$ cat src/rtl/eeprom_sema_pkg.sv
package eeprom_sema_pkg;
  localparam int DATA_W    = 32;
  localparam int WORD_W    = 16;
  localparam int EE_AW     = 14;          // address field bits 15:2
  localparam int EE_DEPTH  = 64;
  localparam logic [WORD_W-1:0] EE_BASE   = 16'h1000;
  localparam logic [WORD_W-1:0] EE_STEP   = 16'h0101;
  localparam logic [WORD_W-1:0] EE_TARGET = 16'hBABA;

  localparam logic [7:0] OFS_EE_REQ = 8'h00;
  localparam logic [7:0] OFS_SW_SEM = 8'h04;
  localparam logic [7:0] OFS_FW_STS = 8'h08;
  localparam logic [7:0] OFS_SYNC   = 8'h0C;

  localparam int SEM_W = 3;
endpackage

$ cat src/rtl/ee_word_rom.sv
module ee_word_rom
  import eeprom_sema_pkg::*;
#(
  parameter int DEPTH = EE_DEPTH
) (
  input  logic [EE_AW-1:0]  addr_i,
  output logic [WORD_W-1:0] data_o
);
  localparam int LAST = DEPTH - 1;

  function automatic logic [WORD_W-1:0] base_word(input int k);
    logic [31:0] t;
    t = 32'(EE_BASE) + 32'(EE_STEP) * 32'(k);
    return t[WORD_W-1:0];
  endfunction

  function automatic logic [WORD_W-1:0] csum_word();
    logic [WORD_W-1:0] acc;
    acc = '0;
    for (int k = 0; k < LAST; k++) acc = acc + base_word(k);
    return EE_TARGET - acc;
  endfunction

  localparam logic [WORD_W-1:0] CSUM = csum_word();

  always_comb begin
    if (32'(addr_i) < 32'(LAST))       data_o = base_word(int'(addr_i));
    else if (32'(addr_i) == 32'(LAST)) data_o = CSUM;
    else                               data_o = '0;
  end
endmodule

$ cat src/rtl/ee_req_reg.sv
module ee_req_reg
  import eeprom_sema_pkg::*;
(
  input  logic              clk_i,
  input  logic              rst_ni,
  input  logic              wr_i,
  input  logic [DATA_W-1:0] wdata_i,
  input  logic [WORD_W-1:0] rom_data_i,
  output logic [EE_AW-1:0]  rom_addr_o,
  output logic [DATA_W-1:0] q_o
);
  logic [DATA_W-1:0] q_d;

  assign rom_addr_o = wdata_i[EE_AW+1:2];

  always_comb begin
    q_d = q_o;
    if (wr_i) begin
      if (wdata_i[0]) q_d = {rom_data_i, rom_addr_o, 1'b1, 1'b0};
      else            q_d = wdata_i;
    end
  end

  always_ff @(posedge clk_i or negedge rst_ni)
    if (!rst_ni) q_o <= '0;
    else         q_o <= q_d;
endmodule

$ cat src/rtl/sw_sema_reg.sv
module sw_sema_reg
  import eeprom_sema_pkg::*;
(
  input  logic             clk_i,
  input  logic             rst_ni,
  input  logic             wr_i,
  input  logic             rd_i,
  input  logic [SEM_W-1:0] wdata_i,
  input  logic             fw_sem_i,
  output logic [SEM_W-1:0] q_o
);
  logic [SEM_W-1:0] q_d;

  always_comb begin
    q_d = q_o;
    if (wr_i)      q_d = {wdata_i[2], wdata_i[1] & ~fw_sem_i, wdata_i[0]};
    else if (rd_i) q_d = q_o | SEM_W'(1);   // taken after being read
  end

  always_ff @(posedge clk_i or negedge rst_ni)
    if (!rst_ni) q_o <= '0;
    else         q_o <= q_d;
endmodule

$ cat src/rtl/eeprom_sema_regs.sv
module eeprom_sema_regs
  import eeprom_sema_pkg::*;
#(
  parameter int ADDR_W = 8
) (
  input  logic              clk_i,
  input  logic              rst_ni,
  input  logic [ADDR_W-1:0] addr_i,
  input  logic [31:0]       wdata_i,
  input  logic              we_i,
  input  logic              re_i,
  output logic [31:0]       rdata_o,
  input  logic              fw_sem_i,
  input  logic [2:0]        fw_mode_i,
  input  logic [2:0]        fw_rst_cnt_i
);
  logic sel_ee, sel_sem, sel_fw, sel_sync;
  logic [EE_AW-1:0]  rom_addr;
  logic [WORD_W-1:0] rom_data;
  logic [DATA_W-1:0] ee_q;
  logic [SEM_W-1:0]  sem_q;
  logic [DATA_W-1:0] sync_q;

  assign sel_ee   = addr_i == ADDR_W'(OFS_EE_REQ);
  assign sel_sem  = addr_i == ADDR_W'(OFS_SW_SEM);
  assign sel_fw   = addr_i == ADDR_W'(OFS_FW_STS);
  assign sel_sync = addr_i == ADDR_W'(OFS_SYNC);

  ee_word_rom #(.DEPTH(EE_DEPTH)) u_rom (
    .addr_i (rom_addr),
    .data_o (rom_data)
  );

  ee_req_reg u_req (
    .clk_i      (clk_i),
    .rst_ni     (rst_ni),
    .wr_i       (we_i & sel_ee),
    .wdata_i    (wdata_i),
    .rom_data_i (rom_data),
    .rom_addr_o (rom_addr),
    .q_o        (ee_q)
  );

  sw_sema_reg u_sem (
    .clk_i    (clk_i),
    .rst_ni   (rst_ni),
    .wr_i     (we_i & sel_sem),
    .rd_i     (re_i & sel_sem),
    .wdata_i  (wdata_i[SEM_W-1:0]),
    .fw_sem_i (fw_sem_i),
    .q_o      (sem_q)
  );

  always_ff @(posedge clk_i or negedge rst_ni)
    if (!rst_ni)              sync_q <= '0;
    else if (we_i && sel_sync) sync_q <= wdata_i;

  always_comb begin
    rdata_o = '0;
    if (re_i) begin
      unique case (1'b1)
        sel_ee:   rdata_o = ee_q;
        sel_sem:  rdata_o = 32'(sem_q);
        sel_fw:   rdata_o = {13'd0, fw_rst_cnt_i, 12'd0, fw_mode_i, fw_sem_i};
        sel_sync: rdata_o = sync_q;
        default:  rdata_o = '0;
      endcase
    end
  end
endmodule

$ cat config.mk
export PLATFORM = sky130hd
export DESIGN_NAME = eeprom_sema_regs
export DESIGN_NICKNAME = d
export VERILOG_FILES = /design/src/rtl/eeprom_sema_pkg.sv /design/src/rtl/ee_word_rom.sv /design/src/rtl/ee_req_reg.sv /design/src/rtl/sw_sema_reg.sv /design/src/rtl/eeprom_sema_regs.sv
export SDC_FILE = /design/constraint.sdc
export NUM_CORES = 1
export LEC_CHECK = 0
export ABC_CLOCK_PERIOD_IN_PS = 2100
export BUFFER_PORTS_ARGS = -buffer_cell sky130_fd_sc_hd__buf_2
export CAP_MARGIN = 30
export CORE_ASPECT_RATIO = 0.8
export CORE_UTILIZATION = 50
export CTS_CLUSTER_DIAMETER = 60
export DETAILED_ROUTE_END_ITERATION = 10
export GPL_TIMING_DRIVEN = 0
export HOLD_SLACK_MARGIN = 0.03
export PLACE_DENSITY = 0.81
export SYNTH_ARGS = -nofsm -noshare
export SYNTH_HDL_FRONTEND = slang
export SYNTH_SLANG_ARGS = --single-unit
export TNS_END_PERCENT = 5
$ cat constraint.sdc
create_clock -name clk_i -period 2.1 [get_ports clk_i]
set_input_delay 0.315 -clock clk_i [delete_from_list [all_inputs] [get_ports clk_i]]
set_output_delay 0.315 -clock clk_i [all_outputs]
set_load 0.005 [all_outputs]
After elaboration in Yosys (flattened, before gate mapping)
Cells that the tools add are included.
Word-level totals
  input bits: 51
  register bits: 67
  logic and storage cells: 26
  output and inout port bits: 32
Operators by class
  eq/ne operators: 4
  $add $sub $neg: 1
  order comparisons: 1
  bitwise logic cells: 5
  $mul: 1
  muxes and demuxes: 7
  reductions and logical operators: 3
Operator list (count)
  $pmux 32 s4: 1
  $mux 32: 2
  $add 13x16->16 const A: 1
  $eq 8x4->1 const B: 2
  $mul 9x14->16 const A: 1
  $mux 16: 1
  $eq 14x6->1 const B: 1
  $lt 14x6->1 const B: 1
  $mux 14: 1
  $eq 8x3->1 const B: 1
  $logic_not 8->1: 1
  $and 1x1->1: 4
  $mux 3: 1
  $reduce_bool 2->1: 1
  $logic_and 1x1->1: 1
  $mux 1: 1
  $not 1->1: 1

Logic depth before layout (Yosys ltp)
Gate-level depths: netlist (run 1).
  depth in word-level cells: 4
  depth in mapped cells: 9
  depth with buffers taken out: 9

By module
Synthesis (run 1) repeated with hierarchy kept, for this count alone.
Unflattened totals
  cells, all modules: 344
  area total of the unflattened synthesis: 3960.0 um^2
Modules (own cells, without submodules)
  eeprom_sema_regs: instances 1, area each 1901.8 um^2, sequential area each 800.8 um^2, cells each 160
  ee_req_reg: instances 1, area each 1423.9 um^2, sequential area each 775.7 um^2, cells each 119
  ee_word_rom: instances 1, area each 515.5 um^2, sequential area each 0.0 um^2, cells each 55
  sw_sema_reg: instances 1, area each 118.9 um^2, sequential area each 75.1 um^2, cells each 10

Worst setup path before layout (run 1)
Ideal clock, no wire load.
  kind: input-to-reg
  start point: input wdata_i[5]
  end point: register u_req.q_o[31]
  library setup time: 128 ps
  data arrival time: 2310 ps
  data required time: 1972 ps
  buffers on the path: 0
  stages: 9
  slack: -338 ps
  cells stage by stage: ha_1 ha_1 ha_1 ha_1 fa_1 a21o_1 a21oi_1 xnor2_1 o21ai_0
On the way
  longest elaborated chain between the ends: 4
  elaborated cells between the ends (all ways): 5
  classes of those cells: 1 x add/sub; 1 x mul; 1 x order compare; 2 x mux
RTL lines
  start: declaration: RTL line eeprom_sema_regs.sv:9  | input logic [31:0] wdata_i,
  $mul 9x14->16: RTL line ee_word_rom.sv:13  | t = 32'(EE_BASE) + 32'(EE_STEP) * 32'(k);
  $add 13x16->16: RTL line ee_word_rom.sv:13
  $mux 16 (*): RTL line ee_word_rom.sv:27  | if (32'(addr_i) < 32'(LAST)) data_o = base_word(int'(addr_i));
  $mux 32 (*): RTL line ee_req_reg.sv:19  | if (wdata_i[0]) q_d = {rom_data_i, rom_addr_o, 1'b1, 1'b0};
  end signal: assignment: RTL line ee_req_reg.sv:26  | else q_o <= q_d;
  end: declaration: RTL line ee_req_reg.sv:10  | output logic [DATA_W-1:0] q_o
Every way passes the cells marked *; elsewhere a longest branch is shown, timed or not.
A chain may end at the register's enable or synchronous reset.

Worst setup path after layout (run 1)
  start point: input wdata_i[13]
  end point: register u_req.q_o[31]
Same word-level chain as after synthesis.

==> impl_results.md, run 1 <==
* Area of the mapped netlist at 3710 sq um
* Wire length per cell after detailed routing at approximately 19 um
* Number of enable-type register cells in the synthesized netlist at 0
* Hold Vio Cnt, Final at 0
* Die height at 79.1 um
* Setup-violating endpoint count in the final report at 1
* Congestion Overflow GR at 0
* Achievable Freq at ~470 MHz
* Minimum setup slack among reg-to-reg paths at roughly 1.3 ns
* Cell type with the highest aggregate area in the netlist: sky130_fd_sc_hd__dfrtp_1
* Placeable core area at 7030 sq um
* Total of flip-flops plus latches after synthesis at 66
* Kind of start point of the critical path: input port
* Largest net degree at the start of global routing at 67
* Antenna diode instance count at 0
* Async set-or-reset flop fraction in the synthesized netlist at between 90% and 100%
* Max-cap violation count at 0
* Top cell types by occurrence after synthesis: sky130_fd_sc_hd__dfrtp_1, sky130_fd_sc_hd__nand2_1, sky130_fd_sc_hd__nor2_1, sky130_fd_sc_hd__mux2_4, sky130_fd_sc_hd__a22oi_1
* Transition time of the tightest slew-check pin at 0.840 ns
* Most frequent cell after synthesis: sky130_fd_sc_hd__dfrtp_1
* Clock Sinks at 66
* Syn Nets at 419
* Number of warnings printed during yosys synthesis at 0
* Count of input and output buffers at 82
* Post-synthesis average cell area at ~11 sq um
* Final total negative setup slack at -0.0208 ns
* Dominant register cell in the synthesized netlist: sky130_fd_sc_hd__dfrtp_1
* Final period utilization at 101%
* Worst Clk Skew at 0 ns
* HP Class: in2async
* CP Max Fanout at 4
* Width of the die at between 90 and 100 um
* Depth of the CTS H-tree at 3
* Clock edge transition at the registers on the reported setup and hold paths at about 0.080 ns
* Endpoint type of the worst setup path: flop
* GRT Total Usage at approximately a quarter
* CP required at about 2.3 ns
* Detailed-route DRC error count at 8
* Vias per Instance at 5.90
* Initial DRC count at 220
* Cell variety after synth at 36
* First-pass GRT wire length at roughly 16000 um
* Cell at the root of the clock tree: sky130_fd_sc_hd__clkbuf_8
* Cell count after synthesis at between 300 and 400
* Overall die area at about 7800 sq um
* Outcome: finished with violations
* Routability congestion estimate at about 0.83
* Area share of the leading cell type in the synthesized netlist at between 40% and 50%
* Effective utilization at floorplan at a little over half
* Number of buffers added by the clock tree synthesis step at 9
* Number of antenna violations at the first check in global routing at 0
* Number of detailed-routing iterations run before antenna repair at 8
* Design Power at 0.00303 W
* Seq/Total Area, Yosys at between 40 and 50%
* Hpwl dp at 7000 um
* Count of nets left with antenna violations after detail routing at 0
* Worst Path Class, Setup: in2reg
* Top Ports at 83
* Post-layout minimum cycle time at around 2.1 ns
* Nets@finish at about 520
* Clock insertion delay at the later pin of the skew report at between 0.3 and 0.4 ns
* Unrepaired setup endpoints after global routing: true
* Critical path data arrival time at ~2.4 ns
* Final routed wirelength across all metal layers at 10300 um
* Max Transition Viols Final at 0
* Routed via count at 3193
* Failing checks: DRC, setup timing
* Pwr/cell area at ~640 nW/um^2
* Cell types occupying the most area after synthesis: sky130_fd_sc_hd__dfrtp_1, sky130_fd_sc_hd__mux2_4, sky130_fd_sc_hd__ha_1, sky130_fd_sc_hd__a22oi_1, sky130_fd_sc_hd__nand2_1
* Buffers from clock root to sink, at most at 2
* Number of core rows at 27
* Vias in the first global route at between 3k and 4k
* Setup WS post-layout at -0.0208 ns
* Clock tree from TritonCTS: done
* Fraction of final layout cells sized beyond drive strength 1 at 41.0%
* Post-placement cell area at 4270 sq um
* Worst VDD drop at 0.000439 V
* Headroom to the max-slew limit at 44.0%
* Area grow syn2layout at 27.5%
* Final Instance Area at around 4700 sq um
* Static leakage at 2.39 nW
==> through the flow <==
| stage | worst slack (ns) | cells | hold WS (ns) | util (%) |
|---|---|---|---|---|
| 3_3_place_gp | -0.440 | 516 | 0.457 | 60.7 |
| 6_report | -0.0208 | 541 | 0.0361 | 67.4 |
| 4_1_cts | -0.00678 | 534 | 0.0895 | 65.0 |
| 3_5_place_dp | -0.512 | 516 | 0.463 | 60.7 |
| 2_1_floorplan | -0.135 | 347 | 0.0194 | - |
| 5_1_grt | -0.0586 | 541 | 0.110 | 67.4 |
==> flip-flops by register name (all words and copies together) (netlist names) <==
register	count
u_req.q_o	31
u_sem.q_o	3
sync_q	32
==> worst paths after layout <==
path / from / endpoint / depth (start not counted)
hold reg to reg: u_req.q_o[7]$_DFFE_PN0P_ / u_req.q_o[7]$_DFFE_PN0P_ / 2
hold / removal: rst_ni / sync_q[5]$_DFFE_PN0P_ / 1
max in group asynchronous: rst_ni / sync_q[14]$_DFFE_PN0P_ / 1
setup / recovery: wdata_i[13] / u_req.q_o[31]$_DFFE_PN0P_ / 9
setup reg to reg: sync_q[28]$_DFFE_PN0P_ / sync_q[28]$_DFFE_PN0P_ / 1
min in group clk_i: wdata_i[13] / u_req.q_o[13]$_DFFE_PN0P_ / 3
==> logic make-up (layout without fill, tap and decap cells) <==
logic type / after synthesis / after routing / synth area share (%)
compound gates: 66 / 66 / 12.3
xor+xnor: 4 / 4 / 0.944
fa+ha+maj: 21 / 21 / 7.48
simple gates: 120 / 120 / 14.2
mux: 44 / 44 / 17.0
buf+inv: 26 / 133 / 3.57
flops: 66 / 66 / 44.5
==> worst max-delay path: stages <==
cell	delay, ns
sky130_fd_sc_hd__buf_8	0.11
sky130_fd_sc_hd__ha_4	0.16
sky130_fd_sc_hd__ha_4	0.22
sky130_fd_sc_hd__fa_1	0.55
sky130_fd_sc_hd__fa_2	0.42
sky130_fd_sc_hd__a21o_1	0.21
sky130_fd_sc_hd__a21oi_2	0.16
sky130_fd_sc_hd__xnor2_1	0.14
sky130_fd_sc_hd__o21ai_1	0.09
==> power by group <==
group	switching [W]	total (W)	leakage, nW	internal (W)
logic	0.000234	0.000466	1.38	0.000232
registers	0.0000390	0.00138	0.908	0.00134
clock network	0.000523	0.00119	0.105	0.000665
total	0.000796	0.00303	2.39	0.00223
==> layout make-up <==
type,instances,area (sq um)
fill,550,2290
multi-input combinational,255,2070
sequential,66,1650
timing repair buffer,91,509
buffer,23,168
clock buffer,9,124
tap,87,109
clock inverter,7,93.8
inverter,3,11.3
==> placed cells by master (no fill, tap or decap), types with 6 or more instances in the layout <==
cell type,Yosys,layout
sky130_fd_sc_hd__mux2_2,11,11
sky130_fd_sc_hd__buf_2,7,84
sky130_fd_sc_hd__a21oi_1,16,13
sky130_fd_sc_hd__dfrtp_1,66,66
sky130_fd_sc_hd__buf_6,3,6
sky130_fd_sc_hd__clkbuf_1,12,8
sky130_fd_sc_hd__ha_1,19,8
sky130_fd_sc_hd__a32oi_1,7,7
sky130_fd_sc_hd__clkbuf_8,0,10
sky130_fd_sc_hd__buf_4,1,10
sky130_fd_sc_hd__nand2_1,51,51
sky130_fd_sc_hd__nor2_1,47,47
sky130_fd_sc_hd__mux2_4,30,30
sky130_fd_sc_hd__ha_4,0,8
sky130_fd_sc_hd__a22oi_1,29,29
==> layer usage <==
metal	vias up	wire length [um]	global-route usage (%)
li1	1443	-	-
met5	-	0	0
met2	135	4980	43.3
met3	17	703	6.16
met4	0	187	7.61
met1	1598	4450	36.1
==> what timing repair did <==
| action | in CTS | in global routing |
|---|---|---|
| buffers inserted | 2 | 7 |
| hold buffers | 0 | 0 |
| endpoints found under the hold margin | 0 | 0 |
| pin swaps | 7 | 13 |
| setup endpoints to repair | 25 | 29 |
| gates resized for setup | 15 | 30 |
No activity file was read; power rests on OpenSTA's default activity.
==> run 2: changes to the inputs <==
--- a/config.mk
+++ b/config.mk
@@ -8,7 +8,7 @@
 export ABC_CLOCK_PERIOD_IN_PS = 2100
 export BUFFER_PORTS_ARGS = -buffer_cell sky130_fd_sc_hd__buf_2
 export CAP_MARGIN = 30
-export CORE_ASPECT_RATIO = 0.8
+export CORE_ASPECT_RATIO = 2
 export CORE_UTILIZATION = 50
 export CTS_CLUSTER_DIAMETER = 60
 export DETAILED_ROUTE_END_ITERATION = 10
==> run 2 against run 1 <==
The run ends with setup timing left. Power grew 8.1%. Critical endpoint is now u_req.q_o[29]$_DFFE_PN0P_. Register-to-register slack hardly changed. Fmax fell by 0.31%. Final cell count fell by 0.55%. Sequential power hardly changed. Die area up 0.24%. Utilization fell by 1.6 points. Wire length shrank 0.93%. Combinational power fell by 4%. Worst hold slack gained 0.049 ns. Clock power is 22% higher. Via count grew 0.13%.
==> impl_results.md, run 2 (synthesis results as in run 1) <==
* Top Ports at between 80 and 90
* Clock tree from TritonCTS: done
* HP Class: in2async
* Fraction of final layout cells sized beyond drive strength 1 at just under 40%
* Vias in the first global route at 3024
* Initial DRC count at between 300 and 400
* Launch point of the worst reg-to-reg path: sync_q[27]$_DFFE_PN0P_
* Count of nets left with antenna violations after detail routing at 0
* Number of flip-flops under the largest register name at 32
* Antenna diode instance count at 0
* Clock insertion delay at the later pin of the skew report at around 0.33 ns
* Number of detailed-routing iterations run before antenna repair at 8
* Worst Path Class, Setup: in2reg
* Final period utilization at 101%
* Minimum setup slack among reg-to-reg paths at between 1 and 1.5 ns
* Number of buffers added by the clock tree synthesis step at 9
* Placeable core area at slightly above 7000 sq um
* Width of the die at ~63 um
* Failing checks: setup timing
* Hpwl dp at approximately 7300 um
* Pwr/cell area at between 600 and 700 nW/um^2
* Die height at ~120 um
* Reg2reg path depth at 1
* Largest Register: sync_q
* Endpoint of the worst-slack reg-to-reg timing path: sync_q[27]$_DFFE_PN0P_
* Worst VDD drop at between 0.0004 and 0.0005 V
* Post-layout minimum cycle time at between 2 and 2.5 ns
* Largest registers ranked by flip-flop count: sync_q: 32 flops, u_req.q_o: 31 flops, u_sem.q_o: 3 flops
* Wire length per cell after detailed routing at between 15 and 20 um
* Worst Clk Skew at 0 ns
* Routability congestion estimate at around 0.92
* Number of antenna violations at the first check in global routing at 0
* Buffers from clock root to sink, at most at 2
* Outcome: finished with violations
* CP required at roughly 2.3 ns
* Capture point of the worst path: u_req.q_o[29]$_DFFE_PN0P_
* Count of input and output buffers at between 80 and 90
* Nets@finish at ~510
* Max-cap violation count at 0
* Static leakage at roughly 2.4 nW
* Depth of the CTS H-tree at 3
* Critical path data arrival time at 2.33 ns
* Routed via count at approximately 3.2k
* Post-Route Utilization at between 60% and 70%
* Hold Vio Cnt, Final at 0
* Headroom to the max-slew limit at between 40% and 50%
* Final routed wirelength across all metal layers at about 10000 um
* Clock edge transition at the registers on the reported setup and hold paths at 0.05 ns
* Congestion Overflow GR at 0
* Setup-violating endpoint count in the final report at 1
* Final total negative setup slack at -0.0274 ns
* GRT Total Usage at between 20% and 30%
* Transition time of the tightest slew-check pin at 0.834 ns
* Cell at the root of the clock tree: sky130_fd_sc_hd__clkbuf_16
* Vias per Instance at a little under 6
* Area grow syn2layout at 27.8%
* Overall die area at 7790 sq um
* Setup WS post-layout at -0.0274 ns
* Achievable Freq at 470 MHz
* Kind of start point of the critical path: input port
* Launch point of the worst path: wdata_i[13]
* Number of core rows at 44
* Commonest non-fill, non-tap cells in the layout: sky130_fd_sc_hd__buf_2, sky130_fd_sc_hd__dfrtp_1, sky130_fd_sc_hd__nand2_1
* First-pass GRT wire length at roughly 16000 um
* Unrepaired setup endpoints after global routing: true
* Design Power at approximately 0.0033 W
* Max Transition Viols Final at 0
* Post-route worst hold slack at approximately 0.085 ns
* Largest net degree at the start of global routing at 67
* Post-cts hold buffer count at 0
* Endpoint type of the worst setup path: flop
* Effective utilization at floorplan at between 50% and 60%
* CP Max Fanout at 4
* Most common cell after layout, fill and taps aside: sky130_fd_sc_hd__buf_2
* Clock Sinks at 66
* Detailed-route DRC error count at 0
==> run 2: cell count changes in the layout (fill, tap and decap cells not counted), moves of 2 or more <==
cell and change:
sky130_fd_sc_hd__clkbuf_8 -10, sky130_fd_sc_hd__clkbuf_16 +9, sky130_fd_sc_hd__buf_4 -6, sky130_fd_sc_hd__buf_2 -3, sky130_fd_sc_hd__clkbuf_1 +3, sky130_fd_sc_hd__clkbuf_4 +3, sky130_fd_sc_hd__ha_1 -3, sky130_fd_sc_hd__ha_4 +3
sky130_fd_sc_hd__buf_8 -2
==> run 2: critical path, stage by stage <==
cell,delay [ns]
sky130_fd_sc_hd__buf_8,0.11
sky130_fd_sc_hd__ha_4,0.25
sky130_fd_sc_hd__ha_4,0.28
sky130_fd_sc_hd__ha_4,0.20
sky130_fd_sc_hd__ha_4,0.16
sky130_fd_sc_hd__fa_2,0.41
sky130_fd_sc_hd__xor2_1,0.18
sky130_fd_sc_hd__a21oi_1,0.17
sky130_fd_sc_hd__a2bb2oi_1,0.17
sky130_fd_sc_hd__o21ai_1,0.07
==> run 2: per-stage QoR <==
stage                     std cells  area (sq um)  setup WS [ns]
after floorplan                 347          3750         -0.135
after global placement          521          4270         -0.477
after detailed placement        521          4270         -0.502
after CTS                       538          4640        -0.0138
after global routing            538          4740        -0.0506
final                           538          4740        -0.0274
==> run 2: routing by layer <==
layer | wire length, um | track usage [%] | part of all wire [%] | vias to the layer above
li1 | - | - | - | 1430
met1 | 3670 | 30.7 | 36 | 1580
met2 | 5540 | 47.1 | 54 | 149
met3 | 613 | 4.85 | 6.0 | 38
met4 | 396 | 15.6 | 3.9 | 0
met5 | 0 | 0 | 0 | -
==> run 2: how the worst min path moves through the flow <==
stage          slack (ns)                        to                      from
3_3_place_gp         0.46  u_req.q_o[5]$_DFFE_PN0P_  u_req.q_o[5]$_DFFE_PN0P_
4_1_cts              0.12     sync_q[2]$_DFFE_PN0P_                    rst_ni
2_1_floorplan        0.02     sync_q[0]$_DFFE_PN0P_                    rst_ni
3_5_place_dp         0.46     sync_q[2]$_DFFE_PN0P_                    rst_ni
6_report             0.09     sync_q[2]$_DFFE_PN0P_                    rst_ni
5_1_grt              0.16    sync_q[30]$_DFFE_PN0P_                    rst_ni
==> run 2: final cells by class <==
type / count / area [sq um]
clock inverter: 5 / 55.1
timing repair buffer: 83 / 442
fill: 544 / 2470
inverter: 3 / 11.3
clock buffer: 11 / 233
multi-input combinational: 255 / 2090
tap: 92 / 115
sequential: 66 / 1650
buffer: 23 / 149
==> run 2: where the power goes <==
group,internal [W],switching (W)
clock,0.000914,0.000535
sequential,0.00134,0.0000392
combinational,0.000224,0.000224
==> run 2: timing repair <==
| action | in CTS | in global routing |
|---|---|---|
| endpoints found under the setup margin | 24 | 28 |
| setup buffers | 1 | 0 |
| pin swaps | 5 | 13 |
| endpoints found under the hold margin | 0 | 0 |
| resized for setup | 15 | 22 |
==> run 3: changes to the inputs <==
--- a/config.mk
+++ b/config.mk
@@ -9,12 +9,13 @@
 export BUFFER_PORTS_ARGS = -buffer_cell sky130_fd_sc_hd__buf_2
 export CAP_MARGIN = 30
 export CORE_ASPECT_RATIO = 2
-export CORE_UTILIZATION = 50
+export CORE_UTILIZATION = 54
 export CTS_CLUSTER_DIAMETER = 60
 export DETAILED_ROUTE_END_ITERATION = 10
 export GPL_TIMING_DRIVEN = 0
 export HOLD_SLACK_MARGIN = 0.03
-export PLACE_DENSITY = 0.81
+export MAX_ROUTING_LAYER = met4
+export PLACE_DENSITY = 0.86
 export SYNTH_ARGS = -nofsm -noshare
 export SYNTH_HDL_FRONTEND = slang
 export SYNTH_SLANG_ARGS = --single-unit
==> run 3 against run 2 <==
The run still ends with setup timing left. Fmax shrank 1.9%. Power grew 2.5%. Clock power grew 6%. Global-route usage grew 5.7 points. Clock skew is the same. Utilization grew 6.5 points. Sequential share of layout area shrank 0.31 points. Worst hold slack lost 0.031 ns. Die area shrank 7.2%. Non-clock buffer count grew 1. Critical path depth is the same. Largest cell class unchanged. Highest routed layer unchanged.
==> impl_results.md, run 3 (synthesis results as in run 1) <==
* Transition time of the tightest slew-check pin at approximately 0.77 ns
* Buffers from clock root to sink, at most at 2
* Endpoint type of the worst setup path: flop
* Post-Route Utilization at about 72%
* Clock Sinks at 66
* Largest Register: sync_q
* Cell family contributing the most delay on the critical path: adder cells
* Count of nets left with antenna violations after detail routing at 0
* Most common cell after layout, fill and taps aside: sky130_fd_sc_hd__buf_2
* CP Max Fanout at 5
* Placeable core area at between 6000 and 7000 sq um
* Setup-violating endpoint count in the final report at 2
* Max-cap violation count at 0
* Depth of the CTS H-tree at 3
* Final routed wirelength across all metal layers at 10700 um
* Largest registers ranked by flip-flop count: sync_q: 32 flops, u_req.q_o: 31 flops, u_sem.q_o: 3 flops
* Area grow syn2layout at 29.0%
* Post-layout minimum cycle time at 2.17 ns
* Vias per Instance at just over 6
* Achievable Freq at 461 MHz
* CP required at approximately 2.3 ns
* Outcome: finished with violations
* Number of buffers added by the clock tree synthesis step at 9
* Antenna diode instance count at 0
* Clock edge transition at the registers on the reported setup and hold paths at approximately 0.06 ns
* Pwr/cell area at roughly 700 nW/um^2
* Top Ports at 83
* GRT Total Usage at about a third
* Fraction of final layout cells sized beyond drive strength 1 at approximately two fifths
* Cell at the root of the clock tree: sky130_fd_sc_hd__clkbuf_16
* Number of detailed-routing iterations run before antenna repair at 5
* First-pass GRT wire length at 16600 um
* Commonest non-fill, non-tap cells in the layout: sky130_fd_sc_hd__buf_2, sky130_fd_sc_hd__dfrtp_1, sky130_fd_sc_hd__nand2_1
* Count of input and output buffers at 82
* Unrepaired setup endpoints after global routing: true
* Kind of start point of the critical path: input port
* Static leakage at between 2 and 2.5 nW
* List of cells traversed by the critical path: buf_12, ha_4, ha_4, ha_4, ha_4, fa_2, xor2_2, a21oi_2, a2bb2oi_2, o21ai_1
* Max Transition Viols Final at 0
* Effective utilization at floorplan at 56.1%
* Number of antenna violations at the first check in global routing at 0
* Setup WS post-layout at -0.0694 ns
* Post-route worst hold slack at 0.0542 ns
* Cell repeated most along the worst path: sky130_fd_sc_hd__ha_4
* Initial DRC count at between 200 and 250
* Worst Path Class, Setup: in2reg
* Clock tree from TritonCTS: done
* Critical path data arrival time at roughly 2.4 ns
* Width of the die at about 61 um
* Number of flip-flops under the largest register name at 32
* Routability congestion estimate at 0.953
* Largest net degree at the start of global routing at 36
* Worst VDD drop at approximately 0.00064 V
* Slowest stage cell on the critical path: sky130_fd_sc_hd__fa_2
* Final period utilization at 103%
* Congestion Overflow GR at 0
* Clock insertion delay at the later pin of the skew report at between 0.3 and 0.4 ns
* Detailed-route DRC error count at 0
* Worst Clk Skew at 0 ns
* Overall die area at ~7200 sq um
* Nets@finish at slightly above 500
* Hpwl dp at roughly 7400 um
* Slowest Stage Delay on Critical Path at ~0.42 ns
* Failing checks: setup timing
* Vias in the first global route at 3368
* Wire length per cell after detailed routing at between 15 and 20 um
* Number of buffers and inverters on the critical path at 1
* Hold Vio Cnt, Final at 0
* Routed via count at about 3.3k
* Die height at roughly 120 um
* Number of core rows at 42
* HP Class: in2async
* Headroom to the max-slew limit at about half
## run 3: cell count changes in the layout (fill, tap and decap cells not counted), sizes merged
cell and change:
clkbuf -2, clkinv +1, buf +3, clkinvlp -1
## run 3: power by group
part / switching [W] / internal, W / total, W
Clock: 0.000551 / 0.000976 / 0.00153
Sequential: 0.0000400 / 0.00134 / 0.00138
Combinational: 0.000225 / 0.000226 / 0.000451
Total: 0.000816 / 0.00254 / 0.00336
## run 3: stage by stage
step	total power (W)	area [sq um]	std cells	setup slack, ns	setup TNS, ns
3_5_place_dp	0.00177	4290	518	-0.489	-6.89
4_1_cts	0.00333	4700	535	-0.0290	-0.0395
3_3_place_gp	0.00174	4270	517	-0.462	-6.28
6_report	0.00336	4790	535	-0.0694	-0.0764
5_1_grt	0.00346	4790	535	-0.106	-0.292
2_1_floorplan	0.00160	3750	347	-0.135	-0.246
## run 3: cell type report
class | count | area [sq um]
Clock inverter | 5 | 52.6
Multi-Input combinational cell | 255 | 2090
Fill cell | 474 | 1830
Inverter | 3 | 11.3
Buffer | 23 | 156
Tap cell | 88 | 110
Timing Repair Buffer | 84 | 465
Clock buffer | 11 | 253
Sequential cell | 66 | 1650
## run 3: worst paths after layout
check / endpoint / cells after the start / start / slack (ns)
worst max-delay path: u_req.q_o[29]$_DFFE_PN0P_ / 10 / wdata_i[5] / -0.07
worst min-delay path: sync_q[5]$_DFFE_PN0P_ / 1 / rst_ni / 0.05
worst max register to register: u_req.q_o[31]$_DFFE_PN0P_ / 2 / u_req.q_o[31]$_DFFE_PN0P_ / 1.27
worst min register to register: u_req.q_o[12]$_DFFE_PN0P_ / 2 / u_req.q_o[12]$_DFFE_PN0P_ / 0.47
max in group asynchronous: u_req.q_o[13]$_DFFE_PN0P_ / 2 / rst_ni / 1.38
min in group clk_i: u_req.q_o[13]$_DFFE_PN0P_ / 3 / wdata_i[13] / 0.19
## run 3: per-layer routing
layer / global-route usage, % / vias to the layer above / share of wire [%] / wire, um
li1: - / 1432 / - / -
met1: 36.6 / 1632 / 36 / 3830
met2: 51.3 / 156 / 54 / 5740
met3: 6.19 / 40 / 5.8 / 616
met4: 21.3 / 0 / 4.6 / 488
met5: - / - / 0 / 0
## run 3: worst register-to-register path: stages, from the launching register on
cell	delay [ns]
sky130_fd_sc_hd__dfrtp_1	0.37
sky130_fd_sc_hd__mux2i_1	0.20
sky130_fd_sc_hd__o21ai_1	0.12
## run 3: repair_timing
item / in CTS / in global routing
setup endpoints to repair: 29 / 24
pin swaps: 7 / 7
buffers inserted: 1 / 0
resized for setup: 23 / 20
hold buffers: 0 / 0
